`src/rtl/ret_stack_pkg.sv`:
```
package ret_stack_pkg;

  typedef enum logic {
    SEQ_IDLE = 1'b0,
    SEQ_SVC  = 1'b1
  } seq_state_e;

  // Stack operations requested for one cycle, applied in field order:
  // pop, then strobed push, then interrupt push.
  typedef struct packed {
    logic pop;
    logic push;
    logic ipush;
  } stack_op_t;

endpackage

```
`src/rtl/rstk_ptr_next.sv`:
```
module rstk_ptr_next #(
  parameter int PTR_W = 3
) (
  input  logic [PTR_W-1:0] tp_i,
  input  logic             pop_i,
  input  logic             push_i,
  input  logic             ipush_i,
  output logic [PTR_W-1:0] push_slot_o,
  output logic [PTR_W-1:0] irq_slot_o,
  output logic [PTR_W-1:0] tp_next_o
);

  logic [PTR_W-1:0] after_pop;
  logic [PTR_W-1:0] after_push;

  // Modular arithmetic on a power-of-two ring wraps naturally.
  always_comb begin
    after_pop   = pop_i  ? tp_i - 1'b1 : tp_i;
    push_slot_o = after_pop + 1'b1;
    after_push  = push_i ? push_slot_o : after_pop;
    irq_slot_o  = after_push + 1'b1;
    tp_next_o   = ipush_i ? irq_slot_o : after_push;
  end

endmodule

```
`src/rtl/rstk_store.sv`:
```
module rstk_store
  import ret_stack_pkg::*;
#(
  parameter int DEPTH  = 8,
  parameter int ADDR_W = 20
) (
  input  logic              clk,
  input  logic              rst_n,
  input  stack_op_t         op_i,
  input  logic [ADDR_W-1:0] din_i,
  input  logic [ADDR_W-1:0] pc_i,
  output logic [ADDR_W-1:0] tos_o
);

  localparam int PTR_W = (DEPTH > 1) ? $clog2(DEPTH) : 1;

  logic [ADDR_W-1:0] mem_q  [DEPTH];
  logic [ADDR_W-1:0] slot_d [DEPTH];
  logic [PTR_W-1:0]  tp_q;
  logic [PTR_W-1:0]  tp_d;
  logic [PTR_W-1:0]  push_slot;
  logic [PTR_W-1:0]  irq_slot;

  rstk_ptr_next #(.PTR_W(PTR_W)) u_ptr (
    .tp_i        (tp_q),
    .pop_i       (op_i.pop),
    .push_i      (op_i.push),
    .ipush_i     (op_i.ipush),
    .push_slot_o (push_slot),
    .irq_slot_o  (irq_slot),
    .tp_next_o   (tp_d)
  );

  // Per-slot next value: interrupt push overrides strobed push,
  // which overrides the zero fill left by a pop.
  for (genvar g = 0; g < DEPTH; g++) begin : g_slot
    localparam logic [PTR_W-1:0] IDX = PTR_W'(g);
    assign slot_d[g] =
        (op_i.ipush && irq_slot  == IDX) ? pc_i  :
        (op_i.push  && push_slot == IDX) ? din_i :
        (op_i.pop   && tp_q      == IDX) ? '0    :
                                           mem_q[g];
  end

  always_ff @(posedge clk or negedge rst_n) begin
    if (!rst_n) begin
      tp_q <= '0;
      for (int i = 0; i < DEPTH; i++) mem_q[i] <= '0;
    end else begin
      tp_q <= tp_d;
      for (int i = 0; i < DEPTH; i++) mem_q[i] <= slot_d[i];
    end
  end

  assign tos_o = mem_q[tp_q];

  p_push_top_r2: assert property (@(posedge clk) disable iff (!rst_n)
    (op_i.push && !op_i.ipush) |=> (tos_o == $past(din_i)));

  p_irq_top_r8: assert property (@(posedge clk) disable iff (!rst_n)
    op_i.ipush |=> (tos_o == $past(pc_i)));

  p_pop_zero_r5: assert property (@(posedge clk) disable iff (!rst_n)
    (op_i.pop && !op_i.push && !op_i.ipush) |=> (mem_q[$past(tp_q)] == '0));

  p_replace_r6: assert property (@(posedge clk) disable iff (!rst_n)
    (op_i.pop && op_i.push && !op_i.ipush) |=> (tp_q == $past(tp_q)));

endmodule

```
`src/rtl/rstk_irq_seq.sv`:
```
module rstk_irq_seq
  import ret_stack_pkg::*;
(
  input  logic clk,
  input  logic rst_n,
  input  logic irq_i,
  input  logic insn_end_i,
  input  logic irq_ret_i,
  output logic take_o,
  output logic pc_load_o
);

  seq_state_e state_q, state_d;
  logic       pend_q, pend_d;
  logic       req;

  always_comb begin
    req     = pend_q | irq_i;
    take_o  = (state_q == SEQ_IDLE) && req && insn_end_i;
    state_d = state_q;
    pend_d  = 1'b0;
    unique case (state_q)
      SEQ_IDLE: begin
        if (take_o) state_d = SEQ_SVC;
        else        pend_d  = req;
      end
      SEQ_SVC: begin
        if (irq_ret_i) state_d = SEQ_IDLE;
      end
      default: state_d = SEQ_IDLE;
    endcase
  end

  always_ff @(posedge clk or negedge rst_n) begin
    if (!rst_n) begin
      state_q   <= SEQ_IDLE;
      pend_q    <= 1'b0;
      pc_load_o <= 1'b0;
    end else begin
      state_q   <= state_d;
      pend_q    <= pend_d;
      pc_load_o <= take_o;
    end
  end

  p_boundary_r7: assert property (@(posedge clk) disable iff (!rst_n)
    pc_load_o |-> $past(insn_end_i));

  p_pulse_r8: assert property (@(posedge clk) disable iff (!rst_n)
    pc_load_o |=> !pc_load_o);

  p_masked_r9: assert property (@(posedge clk) disable iff (!rst_n)
    (state_q == SEQ_SVC && !irq_ret_i) |=> !pc_load_o);

endmodule

```
`src/rtl/ret_stack_irq.sv`:
```
module ret_stack_irq
  import ret_stack_pkg::*;
#(
  parameter int              DEPTH  = 8,
  parameter int              ADDR_W = 20,
  parameter logic [ADDR_W-1:0] VECTOR = 20'h0000F
) (
  input  logic              clk,
  input  logic              rst_n,
  input  logic              push_i,
  input  logic              pop_i,
  input  logic [ADDR_W-1:0] push_addr_i,
  output logic [ADDR_W-1:0] tos_o,
  input  logic              irq_i,
  input  logic              insn_end_i,
  input  logic [ADDR_W-1:0] pc_i,
  input  logic              irq_ret_i,
  output logic              pc_load_o,
  output logic [ADDR_W-1:0] pc_load_addr_o
);

  logic      take;
  stack_op_t op;

  rstk_irq_seq u_seq (
    .clk        (clk),
    .rst_n      (rst_n),
    .irq_i      (irq_i),
    .insn_end_i (insn_end_i),
    .irq_ret_i  (irq_ret_i),
    .take_o     (take),
    .pc_load_o  (pc_load_o)
  );

  assign op.pop   = pop_i;
  assign op.push  = push_i;
  assign op.ipush = take;

  rstk_store #(.DEPTH(DEPTH), .ADDR_W(ADDR_W)) u_store (
    .clk   (clk),
    .rst_n (rst_n),
    .op_i  (op),
    .din_i (push_addr_i),
    .pc_i  (pc_i),
    .tos_o (tos_o)
  );

  assign pc_load_addr_o = VECTOR;

endmodule

```
`config.mk`:
```
export PLATFORM = sky130hd
export DESIGN_NAME = ret_stack_irq
export DESIGN_NICKNAME = d
export VERILOG_FILES = /design/src/rtl/ret_stack_pkg.sv /design/src/rtl/rstk_ptr_next.sv /design/src/rtl/rstk_store.sv /design/src/rtl/rstk_irq_seq.sv /design/src/rtl/ret_stack_irq.sv
export SDC_FILE = /design/constraint.sdc
export NUM_CORES = 1
export LEC_CHECK = 0
export CAP_MARGIN = 30
export CORE_AREA = 5 5 129 131
export CTS_CLUSTER_DIAMETER = 40
export DETAILED_ROUTE_END_ITERATION = 6
export DIE_AREA = 0 0 134 136
export DONT_BUFFER_PORTS = 1
export GPL_ROUTABILITY_DRIVEN = 1
export PLACE_DENSITY = 0.79
export SYNTH_ARGS = -nofsm -noshare
export SYNTH_HDL_FRONTEND = slang
export SYNTH_HIERARCHICAL = 1
export SYNTH_SLANG_ARGS = --single-unit
```
`constraint.sdc`:
```
create_clock -name clk -period 4.3 [get_ports clk]
set_input_delay 0.43 -clock clk [delete_from_list [all_inputs] [get_ports clk]]
set_output_delay 0.43 -clock clk [all_outputs]
set_load 0.005 [all_outputs]
```
==> results.sh, run 1 <==
export IMPL_outcome="complete, but fails checks"
export IMPL_violations="hold timing"
export IMPL_synth_edf_count=0
export IMPL_place_congestion=0.8586
export IMPL_cts_inserted_buffers=17
export IMPL_cts_tree="yes"
export IMPL_netlist_area_leader_share=0.4300
export IMPL_drv_cap=0
export IMPL_critical_path_class="reg -> reg"
export IMPL_grt_pass1_wl_mm=46.85
export IMPL_drtIter0Drc=1579
export IMPL_timing_hold_ws_ns=-0.04994
export IMPL_grt_start_max_net_pins=167
export IMPL_post_cts_resized=0
export IMPL_cp_cell_sequence="xnor2_2 > inv_2 > ha_1 > nor2b_1 > nor2_1 > ha_1 > xnor2_1 > nand4bb_2 > buf_16 > nor2_1 > a31oi_1"
export IMPL_required_ns=4.62
export IMPL_grt_ovfl_total=0
export IMPL_netlist_area_mm2=0.009661
export IMPL_setup_viol=0
export IMPL_cts_sinks=166
export IMPL_die_w_um=134
export IMPL_leakagePower_nw=4.287
export IMPL_ys_top_cells_by_area="dfrtp_1, a31oi_1, mux4_2"
export IMPL_crit_arrival_ns=4.21
export IMPL_n_fill_cell=1205
export IMPL_seq_area_frac_synth=0.4300
export IMPL_grt_pass1_vias=8285
export IMPL_pwr_share_comb=0.496
export IMPL_fp_row_count=46
export IMPL_yosys_warnings=6
export IMPL_area_delta_synth_final_pct=4.313
export IMPL_slowest_stage="nand4bb_2"
export IMPL_synth_fa_ha_area_frac=0.003886
export IMPL_start_kind="flip-flop"
export IMPL_dp_hpwl_mm=17.60
export IMPL_register_area_mm2=0.004159
export IMPL_endpoint_kind="flip-flop"
export IMPL_clkPwrFrac=0.191
export IMPL_clock_fmax_mhz=256.8
export IMPL_period_needed_ns=3.894
export IMPL_synth_top_family_by_area="simple AND/OR/NAND/NOR gates"
export IMPL_rr_endpoint="u_store/mem_q[103]"
export IMPL_nets=1050
export IMPL_die_h_um=136
export IMPL_reg2reg_slack_ns=0.41
export IMPL_detail_route_antenna_nets=0
export IMPL_antenna_diode_count=0
export IMPL_ys_seq_elements=166
export IMPL_via_count=8636
export IMPL_yosysTopAreaCell="dfrtp_1"
export IMPL_clkTransAtPathRegs_ns=0.07
export IMPL_p_sw_frac=0.4039
export IMPL_clock_latency_ns=0.44
export IMPL_start_util=0.6240
export IMPL_htree_levels=4
export IMPL_synthCells=1090
export IMPL_switchingPower_mw=3.417
export IMPL_relSlewSlack=0.3467
export IMPL_synth_xor_area_frac=0.01036
export IMPL_drc=0
export IMPL_ir_drop_mv=1.028
export IMPL_dr_pass1_iters=7
export IMPL_synth_async_sr_flop_share=1.000
export IMPL_core_mm2=0.01548
export IMPL_timing_rr_start="u_store/tp_q[0]"
export IMPL_hold_violations=30
export IMPL_rsz0062_at_grt="no"
export IMPL_crit_path_max_fanout=21
export IMPL_power_mw=8.460
export IMPL_tns_ns=0
export IMPL_yosys_area_share_simple=0.2462
export IMPL_ys_types=37
export IMPL_hold_class="in -> async"
export IMPL_clockBufferDepth=2
export IMPL_die_area_mm2=0.01822
export IMPL_power_density_mw_per_mm2=839.5
export IMPL_viasPerCell=7.167
export IMPL_slowest_delay_ns=0.77
export IMPL_drv_slew=0
export IMPL_synthMuxAreaShare=0.1176
export IMPL_clock_skew_ns=0.008686
export IMPL_io_buffers=0
export IMPL_io_pins=88
export IMPL_finish_utilization=0.6509
export IMPL_drt_wl_total_mm=30.32
export IMPL_worst_r2r_path_depth=11
export IMPL_dominantRegCellSynth="dfrtp_1"
export IMPL_syn_avg_cell_area_um2=8.863
export IMPL_worstMarginPinSlew_ns=0.9800
export IMPL_final_cell_mix="dfrtp_1, nand2_1, nor2_1, nand3_1, a31oi_1"
export IMPL_drive_above_1_share=0.1362
export IMPL_cts_root_buf="clkbuf_16"
export IMPL_grt_usage=0.3374
export IMPL_multiInputGateArea_mm2=0.004766
export IMPL_post_route_period_util=0.9056
export IMPL_synth_compound_area_share=0.1053
export IMPL_p_int_mw=5.043
export IMPL_pwr_share_seq=0.313
export IMPL_wire_per_inst_um=25.17
export IMPL_antenna_found_initial=0
==> cell type report <==
| cell class | count | area share |
|---|---|---|
| multi-input combinational | 779 | 0.4729 |
| clock buffer | 18 | 0.04259 |
| clock inverter | 14 | 0.01825 |
| timing repair buffer | 32 | 0.02818 |
| inverter | 4 | 0.001490 |
| sequential | 166 | 0.4127 |
| tap | 192 | 0.02384 |
==> state kept, by name, indices dropped and copies added, names as in the netlist <==
register and flops:
u_store/mem_q 160, u_store/tp_q 3, u_seq/pc_load_o 1, u_seq/pend_q 1
u_seq/state_q 1
==> cells by family after synthesis <==
| logic type | count (synthesis) |
|---|---|
| flops | 166 |
| compound gates | 162 |
| other cells | 2 |
| simple gates | 525 |
| buf+inv | 163 |
| mux | 61 |
| xor+xnor | 8 |
| fa+ha+maj | 3 |
==> synthesized netlist by cell type, types with 6 or more instances <==
cell	count
buf_2	30
buf_1	19
mux4_2	40
nor2_1	163
mux2_2	20
clkbuf_2	6
nand3_1	160
a31oi_1	160
nand4bb_1	6
nand2_1	164
nand4b_1	9
dfrtp_1	166
clkbuf_1	61
buf_4	40
==> per-stage QoR <==
stage,setup slack (ns),hold WS (ns),area [µm²],instances
floorplan,1.218,0.1344,9728,1108
global placement,0.5540,0.1415,9398,1170
detailed placement,0.5218,0.1408,9425,1171
CTS,0.4656,-0.3173,10040,1203
global route,0.2390,0.04666,10080,1205
finish,0.4057,-0.04994,10080,1205
==> power groups by stage <==
stage	clock network (mW)	registers [mW]	logic, mW
after global routing	1.69	2.71	4.49
after global placement	0	2.62	3.87
after floorplan	0	2.52	3.18
after detailed placement	0	2.64	4.04
after CTS	1.61	2.63	4.05
final	1.62	2.65	4.19
==> worst max-delay path by stage <==
stage	slack, ns	to	startpoint
2_1_floorplan	1.22	u_store/mem_q[140]	u_store/tp_q[0]
3_3_place_gp	0.55	u_store/mem_q[104]	u_store/tp_q[0]
3_5_place_dp	0.52	u_store/mem_q[105]	u_store/tp_q[0]
4_1_cts	0.47	u_store/mem_q[103]	u_store/tp_q[0]
5_1_grt	0.24	u_store/mem_q[103]	u_store/tp_q[0]
6_report	0.41	u_store/mem_q[103]	u_store/tp_q[0]
==> routing by layer <==
| layer | share of wire | vias up | track usage |
|---|---|---|---|
| met5 | 0 | - | 0 |
| met3 | 0.13 | 156 | 0.08549 |
| met4 | 0.050 | 0 | 0.1554 |
| met2 | 0.45 | 704 | 0.5129 |
| li1 | - | 3631 | - |
| met1 | 0.37 | 4145 | 0.4602 |
==> critical path: cells and delay by family (launching register included) <==
kind                     cells  cell delay [ns]
AO/OA/AOI/OAI                1             0.05
buffers and inverters        2             0.53
adder cells (fa/ha/maj)      2             0.73
flip-flops                   1             0.49
XOR/XNOR                     2             0.79
AND/OR/NAND/NOR              4             1.16
==> repair_timing <==
action | CTS | global route
endpoints found under the setup margin | 0 | 0
hold endpoints to repair | 166 | 166
setup buffers | 0 | 0
Power figures use the tool's default switching activity.
==> run 2, diff against run 1 <==
==> constraint.sdc (replaced) <==
create_clock -name clk -period 4.3 [get_ports clk]
set_input_delay 0.645 -clock clk [delete_from_list [all_inputs] [get_ports clk]]
set_output_delay 0.645 -clock clk [all_outputs]
set_load 0.005 [all_outputs]
==> run 2 against run 1 <==
The flow still finishes with violations (hold timing); clock skew decreased by 0.0041 ns; total power fell by 2.5%; worst setup slack improved by 0.23 ns; cell count increased by 0.50%.
==> results.sh, run 2 (synthesized netlist as in run 1, its figures left out) <==
export IMPL_drtIter0Drc=1523
export IMPL_p_int_mw=4.891
export IMPL_antenna_found_initial=0
export IMPL_relSlewSlack=0.3087
export IMPL_cts_root_buf="clkbuf_16"
export IMPL_cts_post_setup_buffers_inserted=0
export IMPL_ir_drop_mv=1.269
export IMPL_critical_path_class="reg -> reg"
export IMPL_clockBufferDepth=2
export IMPL_grt_usage=0.3336
export IMPL_die_area_mm2=0.01822
export IMPL_io_pins=88
export IMPL_wire_per_inst_um=24.92
export IMPL_core_mm2=0.01548
export IMPL_endpoint_kind="flip-flop"
export IMPL_clock_latency_ns=0.43
export IMPL_required_ns=4.59
export IMPL_postPlaceCellArea_mm2=0.009498
export IMPL_die_w_um=134
export IMPL_drv_cap=0
export IMPL_start_util=0.6240
export IMPL_htree_levels=4
export IMPL_crit_arrival_ns=3.95
export IMPL_drv_slew=0
export IMPL_cts_inserted_buffers=17
export IMPL_dp_cells=1178
export IMPL_drt_wl_total_mm=30.18
export IMPL_dr_pass1_iters=7
export IMPL_outcome="complete, but fails checks"
export IMPL_tns_ns=0
export IMPL_reg_top3="u_store/mem_q: 160 flops, u_store/tp_q: 3 flops"
export IMPL_hold_class="in -> async"
export IMPL_place_congestion=0.8728
export IMPL_grt_pass1_vias=8264
export IMPL_final_cell_mix="dfrtp_1, nand2_1, nor2_1, nand3_1, a31oi_1"
export IMPL_drive_above_1_share=0.1344
export IMPL_p_sw_frac=0.4073
export IMPL_grt_ovfl_total=0
export IMPL_rsz0062_at_grt="no"
export IMPL_clock_skew_ns=0.004622
export IMPL_clock_fmax_mhz=272.7
export IMPL_post_route_period_util=0.8527
export IMPL_pwr_share_comb=0.507
export IMPL_fp_row_count=46
export IMPL_grt_start_max_net_pins=167
export IMPL_power_density_mw_per_mm2=823.1
export IMPL_io_buffers=0
export IMPL_cts_tree="yes"
export IMPL_largest_register="u_store/mem_q"
export IMPL_dp_hpwl_mm=18.07
export IMPL_nets=1056
export IMPL_timing_rr_start="u_store/tp_q[0]"
export IMPL_power_mw=8.252
export IMPL_drc=0
export IMPL_die_h_um=136
export IMPL_clkPwrFrac=0.169
export IMPL_startpoint="u_store/tp_q[0]"
export IMPL_grt_pass1_wl_mm=46.36
export IMPL_area_delta_synth_final_pct=3.782
export IMPL_cts_sinks=166
export IMPL_start_kind="flip-flop"
export IMPL_finish_utilization=0.6476
export IMPL_violations="hold timing"
export IMPL_post_cts_resized=0
export IMPL_largest_register_ffs=160
export IMPL_pwr_share_seq=0.325
export IMPL_via_count=8717
export IMPL_viasPerCell=7.198
export IMPL_instances_no_fill=1211
export IMPL_antenna_diode_count=0
export IMPL_period_needed_ns=3.667
export IMPL_final_area_mm2=0.01003
export IMPL_leakagePower_nw=4.283
export IMPL_switchingPower_mw=3.361
export IMPL_worstMarginPinSlew_ns=1.030
export IMPL_hold_violations=166
export IMPL_setup_viol=0
export IMPL_crit_path_max_fanout=20
export IMPL_clkTransAtPathRegs_ns=0.06
export IMPL_detail_route_antenna_nets=0
export IMPL_timing_hold_ws_ns=-0.09034
run 2: cell count changes in the layout (fill, tap and decap cells not counted), sizes merged:
| cell | change |
|---|---|
| buf | +6 |
| clkinv | -2 |
| bufinv | -4 |
| clkbuf | +10 |
| clkinvlp | -4 |
run 2: final timing paths:
path | cells after the start | slack [ns] | end
max | 7 | 0.63 | u_store/mem_q[63]
min | 0 | -0.09 | u_store/mem_q[8]
max reg2reg | 7 | 0.63 | u_store/mem_q[63]
min reg2reg | 1 | 0.49 | u_seq/pend_q
max in group asynchronous | 0 | 4.14 | u_store/tp_q[0]
min in group clk | 1 | 0.28 | u_seq/pend_q
run 2: routing by layer:
layer,track usage,part of all wire,vias to the layer above
met4,0.1709,0.048,0
li1,-,-,3648
met2,0.4992,0.45,721
met3,0.1051,0.13,137
met1,0.4408,0.37,4211
met5,0,0,-
run 2: per-stage QoR:
step	hold WS [ns]	worst slack, ns
after floorplan	0.3494	1.209
after global placement	0.3563	0.4702
after detailed placement	0.3557	0.5621
after CTS	-0.09562	0.7354
after global routing	-0.1096	0.5028
final	-0.09034	0.6334
run 2: power groups by stage:
stage	combinational [mW]	sequential [mW]	clock [mW]
after floorplan	3.18	2.52	0
after global placement	3.87	2.65	0
after detailed placement	4.07	2.67	0
after CTS	4.07	2.66	1.39
after global routing	4.46	2.74	1.46
final	4.18	2.68	1.39
run 2: worst max-delay path, cell delays in order, from the launching register on:
cell and delay (ns):
dfrtp_4 0.49, xnor2_2 0.55, inv_2 0.12, ha_1 0.25, xnor2_1 0.82, or4bb_1 0.90
nand3_1 0.27, a31oi_1 0.11
run 2: cell type report:
type,count,area (µm²)
inverters,4,15.01
clock inverters,4,20.02
well taps,192,240.2
fillers,1212,5456
multi-input cells,779,4766
flip-flops and latches,166,4159
repair buffers,38,329.1
clock buffers,28,496.7
